`config.mk`:
```
export PLATFORM = sky130hd
export DESIGN_NAME = ebus_cycle_seq
export DESIGN_NICKNAME = d
export VERILOG_FILES = /design/src/rtl/ebus_pkg.sv /design/src/rtl/ebus_win_decode.sv /design/src/rtl/ebus_turnaround.sv /design/src/rtl/ebus_seq_fsm.sv /design/src/rtl/ebus_cycle_seq.sv
export SDC_FILE = /design/constraint.sdc
export NUM_CORES = 1
export LEC_CHECK = 0
export ABC_AREA = 1
export BUFFER_PORTS_ARGS = -buffer_cell sky130_fd_sc_hd__buf_2
export CORE_AREA = 3 3 127 129
export DETAILED_ROUTE_END_ITERATION = 16
export DIE_AREA = 0 0 130 132
export GPL_TIMING_DRIVEN = 0
export PLACE_DENSITY = 0.64
export SYNTH_ARGS = -nofsm -noshare
export SYNTH_HDL_FRONTEND = slang
export SYNTH_SLANG_ARGS = --single-unit
```
`constraint.sdc`:
```
create_clock -name clk -period 1.57 [get_ports clk]
set_input_delay 0.157 -clock clk [delete_from_list [all_inputs] [get_ports clk]]
set_output_delay 0.157 -clock clk [all_outputs]
set_load 0.005 [all_outputs]
```
`src/rtl/ebus_pkg.sv`:
```
// Shared types for the external bus cycle sequencer.
// Assumes: nothing beyond IEEE 1800-2017 packed types.
package ebus_pkg;

    // Per-cycle bus settings chosen by the window decoder
    typedef struct packed {
        logic mux;   // 1 = address and data share the port
        logic wide;  // 1 = 16-bit data path
    } bus_cfg_t;

    // Sequencer phases
    typedef enum logic [2:0] {
        PH_IDLE = 3'd0,
        PH_TURN = 3'd1,
        PH_ADDR = 3'd2,
        PH_STRB = 3'd3,
        PH_DONE = 3'd4
    } phase_e;

endpackage

```
`src/rtl/ebus_win_decode.sv`:
```
// Window decoder: compares an address with NUM_WIN base/mask windows and
// returns the lowest-index enabled hit, or the fallback settings.
// Assumes: purely combinational; the caller samples the result at accept.
module ebus_win_decode
    import ebus_pkg::*;
#(
    parameter int ADDR_W  = 24,
    parameter int NUM_WIN = 4,
    parameter int SEL_W   = $clog2(NUM_WIN + 1)
) (
    input  logic [ADDR_W-1:0]         addr,
    input  logic [NUM_WIN*ADDR_W-1:0] win_base,
    input  logic [NUM_WIN*ADDR_W-1:0] win_mask,
    input  logic [NUM_WIN-1:0]        win_en,
    input  logic [NUM_WIN-1:0]        win_mux,
    input  logic [NUM_WIN-1:0]        win_wide,
    input  bus_cfg_t                  dflt_cfg,
    output logic [SEL_W-1:0]          sel_idx,
    output bus_cfg_t                  sel_cfg
);

    localparam logic [SEL_W-1:0] DFLT_IDX = SEL_W'(NUM_WIN);

    logic [NUM_WIN-1:0] hit;

    // One comparator per window
    for (genvar gi = 0; gi < NUM_WIN; gi++) begin : g_cmp
        logic [ADDR_W-1:0] base_w;
        logic [ADDR_W-1:0] mask_w;
        assign base_w  = win_base[gi*ADDR_W +: ADDR_W];
        assign mask_w  = win_mask[gi*ADDR_W +: ADDR_W];
        assign hit[gi] = win_en[gi] && ((addr & mask_w) == (base_w & mask_w));
    end

    // Priority pick: scan downward so the lowest index overwrites last
    always_comb begin
        sel_idx = DFLT_IDX;
        sel_cfg = dflt_cfg;
        for (int i = NUM_WIN - 1; i >= 0; i--) begin
            if (hit[i]) begin
                sel_idx      = SEL_W'(i);
                sel_cfg.mux  = win_mux[i];
                sel_cfg.wide = win_wide[i];
            end
        end
    end

endmodule

```
`src/rtl/ebus_turnaround.sv`:
```
// Mode history: remembers whether the last completed cycle was
// de-multiplexed and flags a turnaround when a multiplexed one follows.
// Assumes: done pulses once per finished cycle with done_mux valid.
module ebus_turnaround (
    input  logic clk,
    input  logic rst_n,
    input  logic done,
    input  logic done_mux,
    input  logic cur_mux,
    output logic penalty
);

    logic prev_demux;

    // Record the mode of each finished cycle; reset means "no history"
    always_ff @(posedge clk) begin
        if (!rst_n)
            prev_demux <= 1'b0;
        else if (done)
            prev_demux <= !done_mux;
    end

    // Turnaround only on a de-multiplexed to multiplexed change
    always_comb penalty = prev_demux && cur_mux;

    AST_NO_TURN_AFTER_MUX: assert property (@(posedge clk) disable iff (!rst_n)
        ($past(done) && $past(done_mux)) |-> !penalty);

endmodule

```
`src/rtl/ebus_seq_fsm.sv`:
```
// Cycle sequencer: runs turnaround, address, strobe and ready phases for
// one accepted request and drives all external bus pins.
// Assumes: ADDR_W >= DATA_W, STROBE_CYC >= 1; cfg_in/sel_in/penalty are
// valid in the clock where req is seen while idle.
module ebus_seq_fsm
    import ebus_pkg::*;
#(
    parameter int ADDR_W     = 24,
    parameter int DATA_W     = 16,
    parameter int STROBE_CYC = 2,
    parameter int SEL_W      = 3
) (
    input  logic              clk,
    input  logic              rst_n,
    input  logic              req,
    input  logic              we,
    input  logic [ADDR_W-1:0] addr,
    input  logic [DATA_W-1:0] wdata,
    input  bus_cfg_t          cfg_in,
    input  logic [SEL_W-1:0]  sel_in,
    input  logic              penalty,
    input  logic [DATA_W-1:0] ad_in,
    output logic              ale,
    output logic [ADDR_W-1:0] addr_out,
    output logic [DATA_W-1:0] ad_out,
    output logic              ad_oe,
    output logic              rd_n,
    output logic              wr_n,
    output logic              ready,
    output logic [DATA_W-1:0] rdata,
    output bus_cfg_t          cyc_cfg,
    output logic [SEL_W-1:0]  cyc_sel,
    output logic              done
);

    localparam int CNT_W = (STROBE_CYC > 1) ? $clog2(STROBE_CYC) : 1;
    localparam logic [CNT_W-1:0] CNT_LOAD = CNT_W'(STROBE_CYC - 1);

    phase_e            state;
    logic [CNT_W-1:0]  cnt;
    logic [ADDR_W-1:0] addr_q;
    logic [DATA_W-1:0] wdata_q;
    logic              we_q;
    logic              accept;

    assign accept = (state == PH_IDLE) && req;

    // Phase register and strobe counter
    always_ff @(posedge clk) begin
        if (!rst_n) begin
            state <= PH_IDLE;
            cnt   <= '0;
        end else begin
            case (state)
                PH_IDLE: if (req) state <= penalty ? PH_TURN : PH_ADDR;
                PH_TURN: state <= PH_ADDR;
                PH_ADDR: begin
                    state <= PH_STRB;
                    cnt   <= CNT_LOAD;
                end
                PH_STRB: begin
                    if (cnt == '0) state <= PH_DONE;
                    else           cnt   <= cnt - 1'b1;
                end
                PH_DONE: state <= PH_IDLE;
                default: state <= PH_IDLE;
            endcase
        end
    end

    // Request capture at acceptance
    always_ff @(posedge clk) begin
        if (!rst_n) begin
            addr_q  <= '0;
            wdata_q <= '0;
            we_q    <= 1'b0;
            cyc_cfg <= '0;
            cyc_sel <= '0;
        end else if (accept) begin
            addr_q  <= addr;
            wdata_q <= wdata;
            we_q    <= we;
            cyc_cfg <= cfg_in;
            cyc_sel <= sel_in;
        end
    end

    // Read data sample on the last strobe clock
    always_ff @(posedge clk) begin
        if (!rst_n)
            rdata <= '0;
        else if (state == PH_STRB && cnt == '0 && !we_q)
            rdata <= ad_in;
    end

    // Pin decode from the current phase
    always_comb begin
        ale      = (state == PH_TURN) || (state == PH_ADDR);
        rd_n     = !((state == PH_STRB) && !we_q);
        wr_n     = !((state == PH_STRB) && we_q);
        ready    = (state == PH_DONE);
        done     = (state == PH_DONE);
        addr_out = addr_q;
        ad_oe    = 1'b0;
        ad_out   = '0;
        if (state == PH_ADDR && cyc_cfg.mux) begin
            ad_oe  = 1'b1;
            ad_out = addr_q[DATA_W-1:0];
        end else if (state == PH_STRB && we_q) begin
            ad_oe  = 1'b1;
            ad_out = wdata_q;
        end
    end

    AST_STROBE_EXCL: assert property (@(posedge clk) disable iff (!rst_n)
        !(!rd_n && !wr_n));
    AST_ALE_NO_STROBE: assert property (@(posedge clk) disable iff (!rst_n)
        ale |-> (rd_n && wr_n));
    AST_READY_PULSE: assert property (@(posedge clk) disable iff (!rst_n)
        ready |=> !ready);
    AST_TURN_THEN_ADDR: assert property (@(posedge clk) disable iff (!rst_n)
        (state == PH_TURN) |=> (ale && ad_oe));
    AST_ADDR_HOLD: assert property (@(posedge clk) disable iff (!rst_n)
        (state != PH_IDLE && $past(state) != PH_IDLE) |-> $stable(addr_out));

endmodule

```
`src/rtl/ebus_cycle_seq.sv`:
```
// Top of the external bus cycle sequencer: window decode, mode history
// and phase sequencer wired together.
// Assumes: window settings are changed only while no cycle is running.
module ebus_cycle_seq
    import ebus_pkg::*;
#(
    parameter int ADDR_W     = 24,
    parameter int DATA_W     = 16,
    parameter int NUM_WIN    = 4,
    parameter int STROBE_CYC = 2,
    parameter int SEL_W      = $clog2(NUM_WIN + 1)
) (
    input  logic                      clk,
    input  logic                      rst_n,
    input  logic                      req,
    input  logic                      we,
    input  logic [ADDR_W-1:0]         addr,
    input  logic [DATA_W-1:0]         wdata,
    output logic [DATA_W-1:0]         rdata,
    output logic                      ready,
    input  logic [NUM_WIN*ADDR_W-1:0] win_base,
    input  logic [NUM_WIN*ADDR_W-1:0] win_mask,
    input  logic [NUM_WIN-1:0]        win_en,
    input  logic [NUM_WIN-1:0]        win_mux,
    input  logic [NUM_WIN-1:0]        win_wide,
    input  logic                      dflt_mux,
    input  logic                      dflt_wide,
    output logic                      ale,
    output logic [ADDR_W-1:0]         addr_out,
    output logic [DATA_W-1:0]         ad_out,
    output logic                      ad_oe,
    input  logic [DATA_W-1:0]         ad_in,
    output logic                      rd_n,
    output logic                      wr_n,
    output logic                      cyc_mux,
    output logic                      cyc_wide,
    output logic [SEL_W-1:0]          cyc_sel
);

    bus_cfg_t         dflt_cfg;
    bus_cfg_t         dec_cfg;
    bus_cfg_t         cyc_cfg;
    logic [SEL_W-1:0] dec_sel;
    logic             penalty;
    logic             done;

    assign dflt_cfg = '{mux: dflt_mux, wide: dflt_wide};
    assign cyc_mux  = cyc_cfg.mux;
    assign cyc_wide = cyc_cfg.wide;

    ebus_win_decode #(
        .ADDR_W (ADDR_W),
        .NUM_WIN(NUM_WIN),
        .SEL_W  (SEL_W)
    ) u_dec (
        .addr    (addr),
        .win_base(win_base),
        .win_mask(win_mask),
        .win_en  (win_en),
        .win_mux (win_mux),
        .win_wide(win_wide),
        .dflt_cfg(dflt_cfg),
        .sel_idx (dec_sel),
        .sel_cfg (dec_cfg)
    );

    ebus_turnaround u_turn (
        .clk     (clk),
        .rst_n   (rst_n),
        .done    (done),
        .done_mux(cyc_cfg.mux),
        .cur_mux (dec_cfg.mux),
        .penalty (penalty)
    );

    ebus_seq_fsm #(
        .ADDR_W    (ADDR_W),
        .DATA_W    (DATA_W),
        .STROBE_CYC(STROBE_CYC),
        .SEL_W     (SEL_W)
    ) u_fsm (
        .clk     (clk),
        .rst_n   (rst_n),
        .req     (req),
        .we      (we),
        .addr    (addr),
        .wdata   (wdata),
        .cfg_in  (dec_cfg),
        .sel_in  (dec_sel),
        .penalty (penalty),
        .ad_in   (ad_in),
        .ale     (ale),
        .addr_out(addr_out),
        .ad_out  (ad_out),
        .ad_oe   (ad_oe),
        .rd_n    (rd_n),
        .wr_n    (wr_n),
        .ready   (ready),
        .rdata   (rdata),
        .cyc_cfg (cyc_cfg),
        .cyc_sel (cyc_sel),
        .done    (done)
    );

    AST_DONE_IS_READY: assert property (@(posedge clk) disable iff (!rst_n)
        done |-> (ready && !ale));

endmodule

```
-- Word level (Yosys, flattened, before mapping)
Index checks and enable logic that the tools add are counted.
Widths: inputs -> output; s select.
- add/sub/neg operators: 1
- equality and inequality tests: 10
- muxes and demuxes: 18
- bitwise logic cells: 9
- reduce and logical (&&, ||, !) cells: 19
- operator list (cell ; count):
    $and 24x24->24 ; 8
    $eq 24x24->1 ; 4
    $mux 16 ; 2
    $mux 3 ; 6
    $pmux 3 s4 ; 1
    $logic_and 1x1->1 ; 11
    $mux 2 ; 5
    $eq 3x2->1 const B ; 2
    $logic_not 1->1 ; 4
    $ne 2x2->1 const B ; 2
    $eq 3x1->1 const B ; 1
    $eq 3x3->1 const B ; 1
    $logic_not 3->1 ; 1
    $mux 1 ; 3
    $pmux 1 s2 ; 1
    $reduce_and 2->1 ; 1
    $reduce_bool 2->1 ; 1
    $logic_or 1x1->1 ; 1
    $not 1->1 ; 1
    $sub 1x1->1 const B ; 1
- bits in registers: 67
- bits of input ports: 266
- output and inout bits: 66
- word-level logic and storage cells: 67

-- Longest topological paths before layout
Gate-level depths: netlist of run 1.
- depth in word-level cells: 11
- mapped depth: 17

-- Cells and area by module
Synthesis of run 1 repeated with hierarchy kept, for this count alone.
- cells, all modules: 1001
- area, all modules: 5412.7 um^2
- by module, submodules not included (module ; instances ; cells each ; area an instance (um^2) ; sequential area each (um^2)):
    ebus_seq_fsm ; 1 ; 450 ; 3034.2 ; 1321.3
    ebus_win_decode ; 1 ; 544 ; 2336.0 ; 0.0
    ebus_turnaround ; 1 ; 7 ; 42.5 ; 20.0

-- Least setup slack after synthesis of run 1
Ideal clock, no wire load.
- path kind: input port to flip-flop
- start point: in addr[7]
- end point: reg u_fsm.state[0]
- data arrival time: 1.389 ns
- required time: 1.446 ns
- setup slack: 0.057 ns
- cell stages on the path: 13
- cell sequence: buf_6 -> or2_1 -> nand3_1 -> nand2_1 -> nor3_2 -> nand2_1 -> nor2_2 -> nand2_2 -> or2_4 -> nand4_1 -> nand2_1 -> nand2_1 -> a21oi_1
- word-level cells in the longest chain between the ends: 11
- ends and longest elaborated chain (item ; line ; source):
    from (decl) ; ebus_cycle_seq.sv:17 ; input logic [ADDR_W-1:0] addr,
    $and 24x24->24 ; ebus_win_decode.sv:32 ; assign hit[gi] = win_en[gi] && ((addr & mask_w) == (base_w & mask_w));
    $eq 24x24->1 ; ebus_win_decode.sv:32 ;
    $logic_and 1x1->1 ; ebus_win_decode.sv:32 ;
    $mux 2 (3 in series) ; ebus_win_decode.sv:40 ; if (hit[i]) begin
    $mux 2 (*) ; ebus_win_decode.sv:40 ;
    $logic_and 1x1->1 (*) ; ebus_turnaround.sv:24 ; always_comb penalty = prev_demux && cur_mux;
    $mux 2 (*) ; ebus_seq_fsm.sv:55 ; PH_IDLE: if (req) state <= penalty ? PH_TURN : PH_ADDR;
    $mux 3 (*) ; ebus_seq_fsm.sv:55 ;
    $pmux 3 s4 (*) ; ebus_seq_fsm.sv:54 ; case (state)
    to (signal assigned) ; ebus_seq_fsm.sv:55 ;
    to (decl) ; ebus_seq_fsm.sv:39 ; phase_e state;
Mark *: on every way between the ends. The rest lies on a longest branch, timed or not. The select of a mux whose other input is x is not followed.
A chain may end at the register's enable or synchronous reset.

-- Final worst setup path of run 1
- start point: reg u_fsm.state[2]
- end point: out ad_out[12]
- word-level cells in the longest chain between the ends: 4
- ends and longest elaborated chain (item ; line ; source):
    $eq 3x2->1 ; ebus_seq_fsm.sv:109 ; end else if (state == PH_STRB && we_q) begin
    $logic_and 1x1->1 ; ebus_seq_fsm.sv:109 ;
    $mux 16 ; ebus_seq_fsm.sv:109 ;
    $mux 16 (*) ; ebus_seq_fsm.sv:106 ; if (state == PH_ADDR && cyc_cfg.mux) begin
    to (decl) ; ebus_cycle_seq.sv:30 ; output logic [DATA_W-1:0] ad_out,
Mark *: on every way between the ends. The rest lies on a longest branch, timed or not.

==> results.txt, run 1 <==
The run finished, with violations left. The final reports fail on negative setup slack. The slowest cell on the critical path was sky130_fd_sc_hd__dfxtp_4. The region available for standard cell placement spans 0.0151 sq mm. For the critical path arrival, the log shows 1.48 ns. The run gives 2 as the number of antenna violations at the first check in global routing. The largest delay contributor family on the critical path was buffers and inverters. In the final routed layout, each cell accounts on average for 16.8 um. Counting the fill cells in the layout gives 1626.

At the worst endpoint, the required time is 1.41 ns. The number of top-level design ports was 332; the worst hold slack was 0.0976 ns. For the die area, the log shows 0.0172 sq mm. After clock tree synthesis, the clock-pin slew on the worst setup and hold paths is 0.06 ns. Yosys mapped a number of flops with a built-in enable equal to 0. Clock tree synthesis inserted a total of 9 buffers. The total DRC errors in the routed layout is 0. The tools report the register-to-register setup slack as 0.01 ns.

The cell area after placement was 0.00672 sq mm; the initial cell density of the core was 0.323. The number of logic stages on the critical path including buffering was 6. The register area share after synthesis was 0.274.

In this run the critical register-to-register path is launched from u_fsm.state[0]. The logs give 611 MHz for the maximum frequency from static timing analysis and 0.33 ns for the worst-skew pair later-pin latency. At the end of routability-driven placement, the weighted congestion stood at 0.962. Max-cap violations in this run came to 0. Leading register cell type out of synthesis: sky130_fd_sc_hd__dfxtp_1.

Share of the cycle needed by the critical path after routing: 1.04. The class of the tightest hold or removal check was in2reg. Walking the worst path, the cells encountered are buf_6 > nor2_4 > nand2_4 > clkbuf_16 > o22ai_4 > buf_2.

In this run the vertical extent of the chip is 132 um. For this block, the via count after detailed routing is 6767. The tools report the root buffer cell as sky130_fd_sc_hd__clkbuf_16.

The share of flip-flops with an asynchronous set or reset after synthesis was 0. At the end of the flow, the number of nets in the layout was 1454. For the hold violation count in the final report, the log shows 0. The die width was 130 um. In this run the worst path has a maximum fanout of 5. The run gives 45 as the number of standard-cell rows in the floorplan. Yosys mapped the design onto 39 distinct sky130hd cell types.

The finished cells cover 0.00772 sq mm. The worst setup slack after layout was -0.0654 ns; the share of layout cells above drive strength 1 was 0.413. The total global-route track usage came out at 0.261. Input and output buffers added on the ports amount to 319.

In the final timing run, aggregate negative setup slack is -0.632 ns. The leakage power is 0.00414 uW, and the worst-case reg-to-reg path depth is 8. The synthesized flop and latch total was 67; the setup-violating endpoint count in the final report was 16.

Number of nets produced by synthesis: 1101. For the pin with the worst max-slew slack, the measured transition is 0.563 ns. In the routed layout, each cell is associated on average with a via count of 4.89. The detail route stage leaves a number of antenna-violating nets equal to 0.

Highest cell delay on the worst timing path: 0.35 ns. The worst setup path is captured at an output port. The routed design has 23300 um of wire. The longest clock path from root to sink contains 2 buffers. The endpoint identified for the worst register-to-register timing path is u_fsm.cyc_cfg[0]. The first detailed-routing pass ran for 5 iterations. The number of buffers and inverters on the critical path is 3. For this design the ratio of total power to cell area is 713 mW/mm^2. Averaged over all synthesized cells, the footprint is 5.86 sq um.

The area added between synthesis and finish is 57.9%, and the global route total overflow is 0. TritonCTS built the clock tree. Detailed placement finished with a half-perimeter wire length of 19400 um. The largest vdd supply drop was 0.466 mV; the worst relative slew slack was 0.624. Registers take 0.00135 sq mm. The category of the critical setup timing path is reg2out. The post-route minimum period is 1.64 ns. Tracing the worst setup path back leads to its startpoint at u_fsm.state[2]. Setup skew after layout: 0.00836 ns. The H-tree was split into 3 levels.

The number of slew-limit violations in the final report was 0. Entering global routing, the biggest net connects 12 pins. The wire length of the first global-routing pass is 33900 um. The most critical setup path has its endpoint at ad_out[12]. The via count of the first global-routing pass was 6405; the Yosys warning count was 0.

Multi-input combinational cell area: 0.00330 sq mm. The violation count after the first detailed-route iteration is 366. Clock tree synthesis found a total of 67 sinks.

The synthesized area is 0.00489 sq mm, and the instance count of the mapped netlist is 835. The startpoint type of the worst setup path is a flop. Setup repair after global routing could not meet its margin everywhere.
-- final cells by class --
cell class,instances,share of cell area
flip-flops and latches,67,0.174
clock inverters,4,0.00324
inverters,126,0.0615
multi-input cells,611,0.427
clock buffers,12,0.0332
well taps,188,0.0305
repair buffers,342,0.239
plain buffers,31,0.0296
diodes,2,0.000648
-- metal layers --
layer  track usage  vias to the layer above  share of wire
li1              -                     3399              -
met1         0.280                     3003           0.37
met2         0.466                      307           0.50
met3        0.0737                       58          0.081
met4         0.123                        0          0.045
met5             0                        -              0
-- worst min-delay path by stage --
stage,from,end,slack (ns),cells after the start
global placement,u_fsm.rdata[9],u_fsm.rdata[9],0.43,2
floorplan,addr[20],u_fsm.addr_out[20],0.30,2
finish,ad_in[0],u_fsm.rdata[0],0.1,3
CTS,ad_in[0],u_fsm.rdata[0],0.09,3
global route,addr[23],u_fsm.addr_out[23],0.1,3
detailed placement,u_fsm.rdata[0],u_fsm.rdata[0],0.44,2
-- state kept, by name (all words and copies together) (netlist names) --
| name | count |
|---|---|
| u_fsm.wdata_q | 16 |
| u_fsm.state | 3 |
| u_fsm.cyc_cfg | 2 |
| u_fsm.rdata | 16 |
| u_fsm.we_q | 1 |
| u_turn.prev_demux | 1 |
| u_fsm.cnt | 1 |
| u_fsm.cyc_sel | 3 |
| u_fsm.addr_out | 24 |
-- what timing repair did --
action | in CTS | in global routing
cloned | 2 | 0
hold buffers | 0 | 0
setup endpoints to repair | 80 | 76
pin swaps | 10 | 35
setup buffers | 17 | 4
resized for setup | 69 | 98
-- cells by family after synthesis --
| group | after synthesis | synth area share |
|---|---|---|
| DFF | 67 | 0.274 |
| AOI/OAI and AO/OA | 185 | 0.200 |
| buffers and inverters | 157 | 0.131 |
| and+or+nand+nor | 424 | 0.391 |
| xor gates and xnor gates | 2 | 0.00358 |
-- cell usage after synthesis (8+ instances only) --
cell / instances / area [sq um]
sky130_fd_sc_hd__a21oi_1: 72 / 360
sky130_fd_sc_hd__clkbuf_1: 19 / 71.3
sky130_fd_sc_hd__dfxtp_1: 67 / 1340
sky130_fd_sc_hd__inv_1: 124 / 465
sky130_fd_sc_hd__nand2_1: 201 / 754
sky130_fd_sc_hd__nand3_1: 77 / 385
sky130_fd_sc_hd__nand3b_1: 8 / 60.1
sky130_fd_sc_hd__nor2_1: 80 / 300
sky130_fd_sc_hd__o21ai_0: 82 / 410
sky130_fd_sc_hd__o22ai_1: 19 / 119
sky130_fd_sc_hd__or2_1: 15 / 93.8
sky130_fd_sc_hd__or2_2: 11 / 68.8
-- worst reg2reg max path, delay by kind of cell (launching register included) --
kind            cells  cell delay, ns
compound gates      2            0.27
flops               1            0.34
buf+inv             3            0.42
simple gates        3            0.46
-- metrics by stage --
step / worst slack (ns) / power (uW) / util / instances
floorplan: 0.0569 / 2670 / - / 835
global placement: -0.575 / 3400 / 0.444 / 1342
detailed placement: -0.582 / 3420 / 0.444 / 1342
CTS: -0.107 / 5440 / 0.490 / 1377
global route: -0.139 / 5820 / 0.510 / 1383
finish: -0.0654 / 5510 / 0.510 / 1383
-- where the power goes --
| part | switching [uW] | internal [uW] |
|---|---|---|
| logic | 951 | 733 |
| clock network | 762 | 1150 |
| registers | 70.2 | 1840 |
-- placed cells by master, fill, tap and decap left out, types with 9 or more instances in the layout --
cell / Yosys / routed
sky130_fd_sc_hd__dfxtp_1: 67 / 64
sky130_fd_sc_hd__clkbuf_16: 0 / 10
sky130_fd_sc_hd__nand2_1: 201 / 184
sky130_fd_sc_hd__o21ai_0: 82 / 73
sky130_fd_sc_hd__or2_1: 15 / 15
sky130_fd_sc_hd__buf_2: 4 / 313
sky130_fd_sc_hd__buf_4: 1 / 24
sky130_fd_sc_hd__nor2_1: 80 / 68
sky130_fd_sc_hd__nand3_2: 7 / 28
sky130_fd_sc_hd__a21oi_1: 72 / 71
sky130_fd_sc_hd__nor2_2: 5 / 9
sky130_fd_sc_hd__o21ai_1: 2 / 10
sky130_fd_sc_hd__nor2_4: 2 / 10
sky130_fd_sc_hd__buf_6: 6 / 13
sky130_fd_sc_hd__inv_1: 124 / 120
sky130_fd_sc_hd__nand3_1: 77 / 55
sky130_fd_sc_hd__nand2_2: 5 / 18
sky130_fd_sc_hd__o22ai_2: 0 / 12
Power figures use the tool's default switching activity.
==> run 2, diff against run 1 <==
--- a/config.mk
+++ b/config.mk
@@ -12,6 +12,8 @@
 export DIE_AREA = 0 0 130 132
 export GPL_TIMING_DRIVEN = 0
 export PLACE_DENSITY = 0.64
+export REMOVE_ABC_BUFFERS = 1
 export SYNTH_ARGS = -nofsm -noshare
 export SYNTH_HDL_FRONTEND = slang
 export SYNTH_SLANG_ARGS = --single-unit
+export TNS_END_PERCENT = 100
==> results.txt, run 2 (synthesis results as in run 1) <==
The final reports fail on negative setup slack. The total global-route track usage was 0.248; the maximum frequency from static timing analysis was 596 MHz. The tools report the root buffer cell as sky130_fd_sc_hd__clkbuf_16. For the pin with the worst max-slew slack, the measured transition is 0.628 ns. For the worst-skew pair, the clock arrives at the later sink with an insertion delay of 0.35 ns.

The via count of the first global-routing pass came out at 5905. Placed cell count: 1324. Most common cell after layout, fill and taps aside: sky130_fd_sc_hd__buf_2. The area of the core region is 0.0151 sq mm, and the routed length per placed instance is 16.5 um. Worst-case clock buffer depth: 2. The tools report the hold violation count in the final report as 0. The run gives 0.0172 sq mm as the die area.

Clock-pin slew was measured on the worst setup and hold paths at 0.06 ns. The worst register-to-register path begins at u_fsm.state[2]. The worst hold slack was 0.0885 ns.

Number of slew-limit violations in the final report: 0. The total design power is 6110 uW. The run gives 0.581 as the worst relative slew slack. Buffers placed on the I/O ports in this run total 331. Dividing the detail-routed via count by the number of cells gives 4.78. TritonCTS built the clock tree.

For the count of TritonRoute iterations in the first routing pass, the log shows 5. The initial cell density of the core was 0.323; the largest net degree at the start of global routing was 61. In this run the worst path has a maximum fanout of 9. In the routed design, unresolved DRC markers number 0. The largest vdd supply drop was 0.469 mV; the die boundary height was 132 um. After legalization and detailed placement, the total HPWL measured 17600 um. The tools report the endpoint class of the critical path as an output port. Share of layout cells above drive strength 1: 0.424. For this design the static power due to leakage is 0.00420 uW. Setup repair after global routing could not meet its margin everywhere. Data arrives at the worst endpoint at 1.52 ns. The initialized floorplan defines 45 standard-cell rows. The congestion estimate from routability-driven global placement came to 0.879.

The area added between synthesis and finish came out at 61.3%. Timing startpoint of the critical path: u_fsm.state[1]. The worst setup path is of the reg2out kind. Setup violations remaining at the end of the flow were counted as 26. In this run the power density over the cells is 775 mW/mm^2.

For the aggregate routed wire length, the log shows 22700 um. The tightest min-delay check is of the in2reg type. The floorplan step set the die width to 130 um.

The first global-routing pass estimated 32100 um of wire. The sink count of the clock tree was 67; the number of vias in the routed layout was 6592. The startpoint type of the worst setup path is a flop. The worst hold path begins at ad_in[5].

The worst setup slack after layout came out at -0.107 ns. Across the run, the number of max-cap violations was 0. Global routing finished with a remaining overflow of 0. The register with the most flip-flops in the layout has 24 of them. After layout, the minimum clock period comes to 1.68 ns.

The count of antenna-violating nets left after detailed routing was 0. For this run, the number of standard cells in the final layout without fillers is 1380. Number of antenna violations at the first check in global routing: 3.

The post-route core utilization is 0.521. The flow ran to the end, but the final reports show violations. For the setup skew after layout, the log shows 0.00995 ns.

At the end of the flow, the number of nets in the layout was 1451. In this run the number of H-tree levels came out at 3. In the layout the commonest cells are sky130_fd_sc_hd__buf_2 (311), sky130_fd_sc_hd__nand2_1 (187), sky130_fd_sc_hd__inv_1 (119).

Counting the buffers created by CTS gives 9. The share of the cycle needed by the critical path after routing is 1.07, and the required time of the critical path is 1.41 ns. For the violation count after the first detailed-route iteration, the log shows 345.

332 I/O pins were placed.
[run 2: worst paths after layout]
kind	endpoint	slack, ns	depth (start not counted)
hold / removal	u_fsm.rdata[5]	0.09	3
hold reg to reg	u_fsm.rdata[11]	0.44	2
setup reg to reg	u_fsm.cnt	-0.09	11
setup / recovery	ad_out[2]	-0.11	6
[run 2: stage by stage]
step | TNS (ns) | instance area (sq um) | setup slack (ns)
finish | -1.47 | 7890 | -0.107
global route | -5.12 | 7890 | -0.181
CTS | -2.48 | 7370 | -0.139
detailed placement | -25.07 | 6640 | -0.677
global placement | -80.85 | 6610 | -2.20
floorplan | -28.67 | 4720 | -1.03
[run 2: per-layer routing]
metal	up-vias	routed length [um]	part of all wire	track usage
li1	3393	-	-	-
met1	2916	9220	0.41	0.293
met2	258	11600	0.51	0.441
met3	23	1510	0.066	0.0498
met4	2	367	0.016	0.0843
met5	-	19	0.00084	0
[run 2: cell type report]
type	count	area, sq um
Antenna cell	2	5.00
Clock buffer	9	225
Clock inverter	7	124
Fill cell	1553	7260
Inverter	126	477
Multi-Input combinational cell	615	3390
Sequential cell	67	1360
Tap cell	188	235
Timing Repair Buffer	365	2070
Timing Repair inverter	1	7.51
[run 2: timing repair]
| item | in CTS | in global routing |
|---|---|---|
| pin swaps | 8 | 50 |
| hold buffers | 0 | 0 |
| setup endpoints to repair | 76 | 79 |
| resized for setup | 47 | 119 |
| cloned | 5 | 0 |
| setup buffers | 19 | 14 |
[run 2: report_power, final]
part | internal, uW | switching (uW) | total (uW) | leakage (uW)
combinational | 787 | 959 | 1750 | 0.00348
sequential | 1840 | 85.0 | 1930 | 0.000553
clock | 1560 | 872 | 2440 | 0.000166
total | 4190 | 1920 | 6110 | 0.00420
[run 2: worst max-delay path: stages (launching register included)]
cell	delay [ns]
sky130_fd_sc_hd__dfxtp_4	0.37
sky130_fd_sc_hd__nand2_4	0.07
sky130_fd_sc_hd__nor2_4	0.17
sky130_fd_sc_hd__buf_6	0.14
sky130_fd_sc_hd__nand2_8	0.10
sky130_fd_sc_hd__o22ai_2	0.19
sky130_fd_sc_hd__buf_2	0.13
